<file path="src/rtl/ldst_pkg.sv">
package ldst_pkg;
  localparam logic [5:0] OPC_LOAD_WORD  = 6'h23;
  localparam logic [5:0] OPC_STORE_WORD = 6'h2B;
  localparam logic [5:0] OPC_LOAD_BYTE  = 6'h20;
  localparam logic [5:0] OPC_STORE_BYTE = 6'h28;

  typedef enum logic [2:0] {
    ACC_NONE,
    ACC_LDW,
    ACC_STW,
    ACC_LDB,
    ACC_STB
  } acc_kind_e;
endpackage

</file>
<file path="src/rtl/ldst_decode.sv">
module ldst_decode
  import ldst_pkg::*;
(
  input  logic       valid,
  input  logic [5:0] op,
  output acc_kind_e  kind,
  output logic       is_load,
  output logic       is_store,
  output logic       is_byte
);
  always_comb begin
    kind = ACC_NONE;
    if (valid) begin
      unique case (op)
        OPC_LOAD_WORD:  kind = ACC_LDW;
        OPC_STORE_WORD: kind = ACC_STW;
        OPC_LOAD_BYTE:  kind = ACC_LDB;
        OPC_STORE_BYTE: kind = ACC_STB;
        default:        kind = ACC_NONE;
      endcase
    end
  end

  assign is_load  = (kind == ACC_LDW) || (kind == ACC_LDB);
  assign is_store = (kind == ACC_STW) || (kind == ACC_STB);
  assign is_byte  = (kind == ACC_LDB) || (kind == ACC_STB);
endmodule

</file>
<file path="src/rtl/ldst_addr_gen.sv">
module ldst_addr_gen #(
  parameter int unsigned ADDR_W = 32,
  parameter int unsigned OFS_W  = 16,
  parameter int unsigned LANE_W = 2
) (
  input  logic [ADDR_W-1:0] base,
  input  logic [OFS_W-1:0]  ofs,
  input  logic              word_acc,
  output logic [ADDR_W-1:0] word_addr,
  output logic [LANE_W-1:0] lane,
  output logic              misalign
);
  localparam int unsigned EXT_W = ADDR_W - OFS_W;

  logic [ADDR_W-1:0] ofs_ext;
  logic [ADDR_W-1:0] byte_addr;

  assign ofs_ext   = {{EXT_W{ofs[OFS_W-1]}}, ofs};
  assign byte_addr = base + ofs_ext;
  assign lane      = byte_addr[LANE_W-1:0];
  assign word_addr = {byte_addr[ADDR_W-1:LANE_W], {LANE_W{1'b0}}};
  assign misalign  = word_acc && (lane != '0);
endmodule

</file>
<file path="src/rtl/ldst_store_fmt.sv">
module ldst_store_fmt #(
  parameter int unsigned DATA_W = 32,
  parameter int unsigned LANES  = DATA_W / 8,
  parameter int unsigned LANE_W = $clog2(LANES)
) (
  input  logic [DATA_W-1:0] wval,
  input  logic              is_byte,
  input  logic [LANE_W-1:0] lane,
  output logic [DATA_W-1:0] wdata,
  output logic [LANES-1:0]  be
);
  for (genvar g = 0; g < LANES; g++) begin : g_lane
    // physical lane g holds big-endian byte offset LANES-1-g
    localparam logic [LANE_W-1:0] OFFS = LANE_W'(LANES - 1 - g);
    assign wdata[8*g +: 8] = is_byte ? wval[7:0] : wval[8*g +: 8];
    assign be[g]           = is_byte ? (lane == OFFS) : 1'b1;
  end
endmodule

</file>
<file path="src/rtl/ldst_load_align.sv">
module ldst_load_align #(
  parameter int unsigned DATA_W = 32,
  parameter int unsigned LANES  = DATA_W / 8,
  parameter int unsigned LANE_W = $clog2(LANES)
) (
  input  logic              clk,
  input  logic              rst_n,
  input  logic              issue,
  input  logic              issue_byte,
  input  logic [LANE_W-1:0] issue_lane,
  input  logic [DATA_W-1:0] rdata,
  output logic              ld_valid,
  output logic [DATA_W-1:0] ld_data
);
  logic              pend_q, pend_d;
  logic              byte_q, byte_d;
  logic [LANE_W-1:0] lane_q, lane_d;
  logic              ctx_en;
  logic [7:0]        by_offs [LANES];
  logic [7:0]        picked;

  assign ctx_en = issue;

  always_comb begin
    pend_d = issue;
    byte_d = byte_q;
    lane_d = lane_q;
    if (ctx_en) begin
      byte_d = issue_byte;
      lane_d = issue_lane;
    end
  end

  always_ff @(posedge clk or negedge rst_n) begin
    if (!rst_n) begin
      pend_q <= 1'b0;
      byte_q <= 1'b0;
      lane_q <= '0;
    end else begin
      pend_q <= pend_d;
      byte_q <= byte_d;
      lane_q <= lane_d;
    end
  end

  for (genvar k = 0; k < LANES; k++) begin : g_byte
    assign by_offs[k] = rdata[DATA_W-1-8*k -: 8];
  end

  assign picked   = by_offs[lane_q];
  assign ld_valid = pend_q;
  assign ld_data  = byte_q ? {{(DATA_W-8){picked[7]}}, picked} : rdata;

  // a result appears exactly one cycle after each issued read
  assert_result_follows_read_R6: assert property (@(posedge clk) disable iff (!rst_n)
    issue |=> ld_valid);
  assert_no_result_without_read_R6: assert property (@(posedge clk) disable iff (!rst_n)
    !issue |=> !ld_valid);
  // a byte result is a sign extension of its low byte
  assert_byte_sign_ext_R8: assert property (@(posedge clk) disable iff (!rst_n)
    (ld_valid && byte_q) |-> (ld_data[DATA_W-1:8] == {(DATA_W-8){ld_data[7]}}));
endmodule

</file>
<file path="src/rtl/ldst_unit.sv">
module ldst_unit
  import ldst_pkg::*;
#(
  parameter int unsigned ADDR_W = 32,
  parameter int unsigned DATA_W = 32,
  parameter int unsigned OFS_W  = 16
) (
  input  logic              clk,
  input  logic              rst_n,
  input  logic              req_valid,
  input  logic [5:0]        req_op,
  input  logic [ADDR_W-1:0] req_base,
  input  logic [OFS_W-1:0]  req_ofs,
  input  logic [DATA_W-1:0] req_wval,
  output logic [ADDR_W-1:0] mem_addr,
  output logic              mem_rd,
  output logic              mem_wr,
  output logic [DATA_W-1:0] mem_wdata,
  output logic [DATA_W/8-1:0] mem_be,
  input  logic [DATA_W-1:0] mem_rdata,
  output logic              ld_valid,
  output logic [DATA_W-1:0] ld_data,
  output logic              fault
);
  localparam int unsigned LANES  = DATA_W / 8;
  localparam int unsigned LANE_W = $clog2(LANES);

  acc_kind_e         kind;
  logic              is_load, is_store, is_byte;
  logic              misalign;
  logic [LANE_W-1:0] lane;

  ldst_decode u_decode (
    .valid    (req_valid),
    .op       (req_op),
    .kind     (kind),
    .is_load  (is_load),
    .is_store (is_store),
    .is_byte  (is_byte)
  );

  ldst_addr_gen #(.ADDR_W(ADDR_W), .OFS_W(OFS_W), .LANE_W(LANE_W)) u_addr (
    .base      (req_base),
    .ofs       (req_ofs),
    .word_acc  ((is_load || is_store) && !is_byte),
    .word_addr (mem_addr),
    .lane      (lane),
    .misalign  (misalign)
  );

  ldst_store_fmt #(.DATA_W(DATA_W), .LANES(LANES), .LANE_W(LANE_W)) u_store (
    .wval    (req_wval),
    .is_byte (is_byte),
    .lane    (lane),
    .wdata   (mem_wdata),
    .be      (mem_be)
  );

  assign mem_rd = is_load  && !misalign;
  assign mem_wr = is_store && !misalign;
  assign fault  = misalign;

  ldst_load_align #(.DATA_W(DATA_W), .LANES(LANES), .LANE_W(LANE_W)) u_load (
    .clk        (clk),
    .rst_n      (rst_n),
    .issue      (mem_rd),
    .issue_byte (is_byte),
    .issue_lane (lane),
    .rdata      (mem_rdata),
    .ld_valid   (ld_valid),
    .ld_data    (ld_data)
  );

  // a faulting access never reaches memory
  assert_fault_blocks_port_R3: assert property (@(posedge clk) disable iff (!rst_n)
    fault |-> (!mem_rd && !mem_wr));
  // issued addresses are word aligned
  assert_word_addr_R1: assert property (@(posedge clk) disable iff (!rst_n)
    (mem_rd || mem_wr) |-> (mem_addr[LANE_W-1:0] == '0));
  // never both a read and a write
  assert_single_request_R2: assert property (@(posedge clk) disable iff (!rst_n)
    !(mem_rd && mem_wr));
  // a byte store enables exactly one lane
  assert_byte_store_one_lane_R5: assert property (@(posedge clk) disable iff (!rst_n)
    (mem_wr && kind == ACC_STB) |-> ($countones(mem_be) == 1));
  // a word store enables every lane
  assert_word_store_all_lanes_R4: assert property (@(posedge clk) disable iff (!rst_n)
    (mem_wr && kind == ACC_STW) |-> (&mem_be));
endmodule

</file>
<file path="config.mk">
export PLATFORM = sky130hd
export DESIGN_NAME = ldst_unit
export DESIGN_NICKNAME = d
export VERILOG_FILES = /design/src/rtl/ldst_pkg.sv /design/src/rtl/ldst_decode.sv /design/src/rtl/ldst_addr_gen.sv /design/src/rtl/ldst_store_fmt.sv /design/src/rtl/ldst_load_align.sv /design/src/rtl/ldst_unit.sv
export SDC_FILE = /design/constraint.sdc
export NUM_CORES = 1
export LEC_CHECK = 0
export BUFFER_PORTS_ARGS = -buffer_cell sky130_fd_sc_hd__buf_2
export CORE_MARGIN = 1
export CORE_UTILIZATION = 36
export DETAILED_ROUTE_END_ITERATION = 8
export GPL_ROUTABILITY_DRIVEN = 1
export PLACE_DENSITY = 0.83
export SKIP_CTS_REPAIR_TIMING = 1
export SLEW_MARGIN = 20
export SYNTH_ARGS = -nofsm -noshare
export SYNTH_HDL_FRONTEND = slang
export SYNTH_SLANG_ARGS = --single-unit
</file>
<file path="constraint.sdc">
create_clock -name clk -period 3.5 [get_ports clk]
set_input_delay 0.7 -clock clk [delete_from_list [all_inputs] [get_ports clk]]
set_output_delay 0.7 -clock clk [all_outputs]
set_load 0.01 [all_outputs]
</file>
==> impl_metrics.csv <==
group,metric,value,unit
logic_synthesis,synth_compound_area_frac,0.332,
clock_network,clkTransAtPathRegs,0.03,ns
floorplan,die_w,89.8,µm
logic_synthesis,synth-seq-cells,4,
placement,io_buffers,222,
routing,via_count,4005,
clock_network,cts_htree_levels,1,
logic_synthesis,synth_area,2770,µm²
routing,drc,0,
routing,ant_nets,0,
global_routing,grt_overflow,0,
sta,rsz0062_at_grt,"yes",
sta,finalHoldViolCount,0,
setup_path,crit_type,"input pin to output pin",
logic_synthesis,syn_area_per_cell,6.34,µm²
layout,fin_area,4230,µm²
setup_path,start_kind,"input pin",
global_routing,grt_pass1_vias,3704,
sta,fmaxAchievable,0.290,GHz
logic_synthesis,synth_area_leaders,"ha_1 14%, nand2_1 12%, o21ai_0 8.7%",
logic_synthesis,synthCells,437,
logic_synthesis,ys.flop_type,"dfrtp_1",
routing,via_per_inst,5.22,
sta,final-max-slew-violation-count,0,
routing,wl_per_cell,12.6,µm
logic_synthesis,synth_cell_types,56,
power,peakVddDrop,0.129,mV
layout,num-fill-cells,679,
sta,setup_tns,0,ns
setup_path,reg2reg_slack,2.56,ns
logic_synthesis,synth-adder-area-share,0.147,
placement,placed_area,4070,µm²
clock_network,clock_path_buffers,2,
layout,ff_latch_area,100,µm²
setup_path,r2r-end,"u_load.lane_q[0]$_DFFE_PN0P_",
logic_synthesis,synth_top_family_by_area,"compound AO/OA/AOI/OAI gates",
setup_path,cp.arrival,2.75,ns
logic_synthesis,yosysSeqAreaShare,0.0361,
clock_network,insertion_delay,0.21,ns
logic_synthesis,synth_edf_count,0,
global_routing,grt_max_degree,34,
power,p_per_area,218,nW/µm²
logic_synthesis,ys_warn_count,0,
run,cap_viol_max_count,0,
global_routing,grt_pass1_wl,15.9,mm
setup_path,worstSetupEndpointType,"output pin",
clock_network,cts_made_buffers,3,
logic_synthesis,yosysTopAreaCellShare,0.140,
setup_path,crit-reg2reg-launch,"u_load.lane_q[0]$_DFFE_PN0P_",
logic_synthesis,synth-simple-area-share,0.241,
routing,drt_wl_total,9.68,mm
floorplan,start_util,0.378,
sta,period_needed,3.45,ns
floorplan,dieArea,8060,µm²
clock_network,cts_tree,"built",
logic_synthesis,synthArstFlopShare,1.00,
layout,drive_gt1_frac,0.428,
layout,nNetsFinal,823,
clock_network,clock_sinks,4,
routing,drtIter0Drc,149,
setup_path,crit_start,"req_base[8]",
logic_synthesis,muxShareOfSynthArea,0.0375,
layout,syn_to_final_growth,52.6,%
min_path,hp-class,"input pin to async pin",
sta,report.final.setup_viol,0,
clock_network,cts_root_buffer,"clkbuf_8",
floorplan,ioPinCount,225,
global_routing,track_usage,0.227,
logic_synthesis,synth_xor_area_frac,0.0979,
setup_path,reg2reg_depth,2,
sta,slew_headroom,0.608,
global_routing,grt_antenna_before_repair,0,
power,leakage,2.33,nW
floorplan,core-area,7330,µm²
layout,insertedDiodeCount,0,
floorplan,die_y,89.8,µm
setup_path,required,2.80,ns
routing,firstDrtPassIters,4,
logic_synthesis,synth.largest_area_cell,"ha_1",
sta,skew,0,ns
layout,multi_input_area,2460,µm²
sta,finalCritPeriodShare,0.986,
outcome,status,"complete, no violations",
floorplan,rows,31,
placement,dp.final_hpwl,8.18,mm
setup_path,critPathMaxFanout,4,
placement,gp_congestion,0.911,
sta,worstMarginPinSlew,0.587,ns
synthesized netlist by cell type, types with 2 or more instances:
library cell and n:
or3_1 2, o211a_1 2, o21a_1 8, nor3_1 5, a31oi_1 2, nor2_1 28
dfrtp_1 4, nand2_1 92, nand2b_1 4, o31ai_1 3, xnor2_1 20, xor2_1 11
o21bai_1 2, a211o_1 2, nand4_1 2, o21ai_0 48, nand3_1 2, inv_1 40
buf_4 11, and4_2 2, a21o_1 3, or2_2 2, o22ai_1 2, clkbuf_1 13
a211oi_1 6, o221ai_1 7, mux2i_1 7, and2_1 3, a21oi_1 32, a22o_1 7
nor2b_1 3, ha_1 31, a211oi_2 2, o211ai_1 7
critical path: stages:
cell	delay [ns]
buf_2	0.10
ha_1	0.34
o21a_1	0.22
or2_2	0.32
a211oi_4	0.36
o31ai_4	0.13
a211oi_1	0.27
xnor2_1	0.15
buf_2	0.16
where the power goes:
part,internal [mW],switching (mW),leakage (nW)
Combinational,0.363,0.410,2.26
Sequential,0.0512,0.00393,0.0543
Clock,0.0729,0.0198,0.0216
Total,0.487,0.434,2.33
worst max path at each step:
stage,cells after the start,slack [ns],endpoint
after floorplan,10,0.16,mem_addr[24]
after global placement,12,-0.09,mem_addr[20]
after detailed placement,12,-0.08,mem_addr[20]
after CTS,12,-0.11,mem_addr[20]
after global routing,12,-0.1,mem_addr[28]
final,9,0.05,mem_addr[24]
per-layer routing:
metal	vias up	part of all wire	global-route usage
met5	-	0	0
met1	1804	0.40	0.260
met3	28	0.065	0.0262
met2	188	0.51	0.431
met4	0	0.026	0.0765
li1	1985	-	-
state kept, by name, indices dropped and copies added, names as in the netlist:
signal,cells
u_load.byte_q,1
u_load.lane_q,2
u_load.ld_valid,1
kinds of logic (layout without fill, tap and decap cells):
kind of cell | count (synthesis) | after routing
AOI/OAI and AO/OA | 141 | 141
DFF | 4 | 4
adders and majority gates | 32 | 32
and+or+nand+nor | 153 | 153
other | 1 | 2
buffers and inverters | 66 | 296
muxes | 9 | 9
xor gates and xnor gates | 31 | 31
metrics by stage:
| step | power, mW | hold WS, ns | utilization | std cells | setup WS [ns] |
|---|---|---|---|---|---|
| finish | 0.921 | 0.288 | 0.577 | 767 | 0.0506 |
| global route | 1.00 | 0.286 | 0.577 | 767 | -0.0992 |
| CTS | 0.893 | 0.288 | 0.560 | 763 | -0.113 |
| detailed placement | 0.792 | 0.511 | 0.555 | 760 | -0.0794 |
| global placement | 0.778 | 0.507 | 0.555 | 760 | -0.0892 |
| floorplan | 0.508 | 0.404 | - | 438 | 0.163 |
cells in the final DEF, fill, tap and decap left out, types with 8 or more instances in the layout:
master / netlist / layout
buf_2: 0 / 220
inv_1: 40 / 39
nor2_1: 28 / 28
xnor2_1: 20 / 20
a21oi_1: 32 / 27
o21a_1: 8 / 8
xor2_1: 11 / 11
ha_1: 31 / 28
buf_4: 11 / 30
o21ai_0: 48 / 46
nand2_1: 92 / 92
area by class of cell:
class / instances / area share
multi-input combinational: 368 / 0.580
inverter: 40 / 0.0355
sequential: 4 / 0.0237
timing repair buffer: 253 / 0.321
tap: 99 / 0.0293
clock buffer: 3 / 0.00976
No activity file was read; power rests on OpenSTA's default activity.
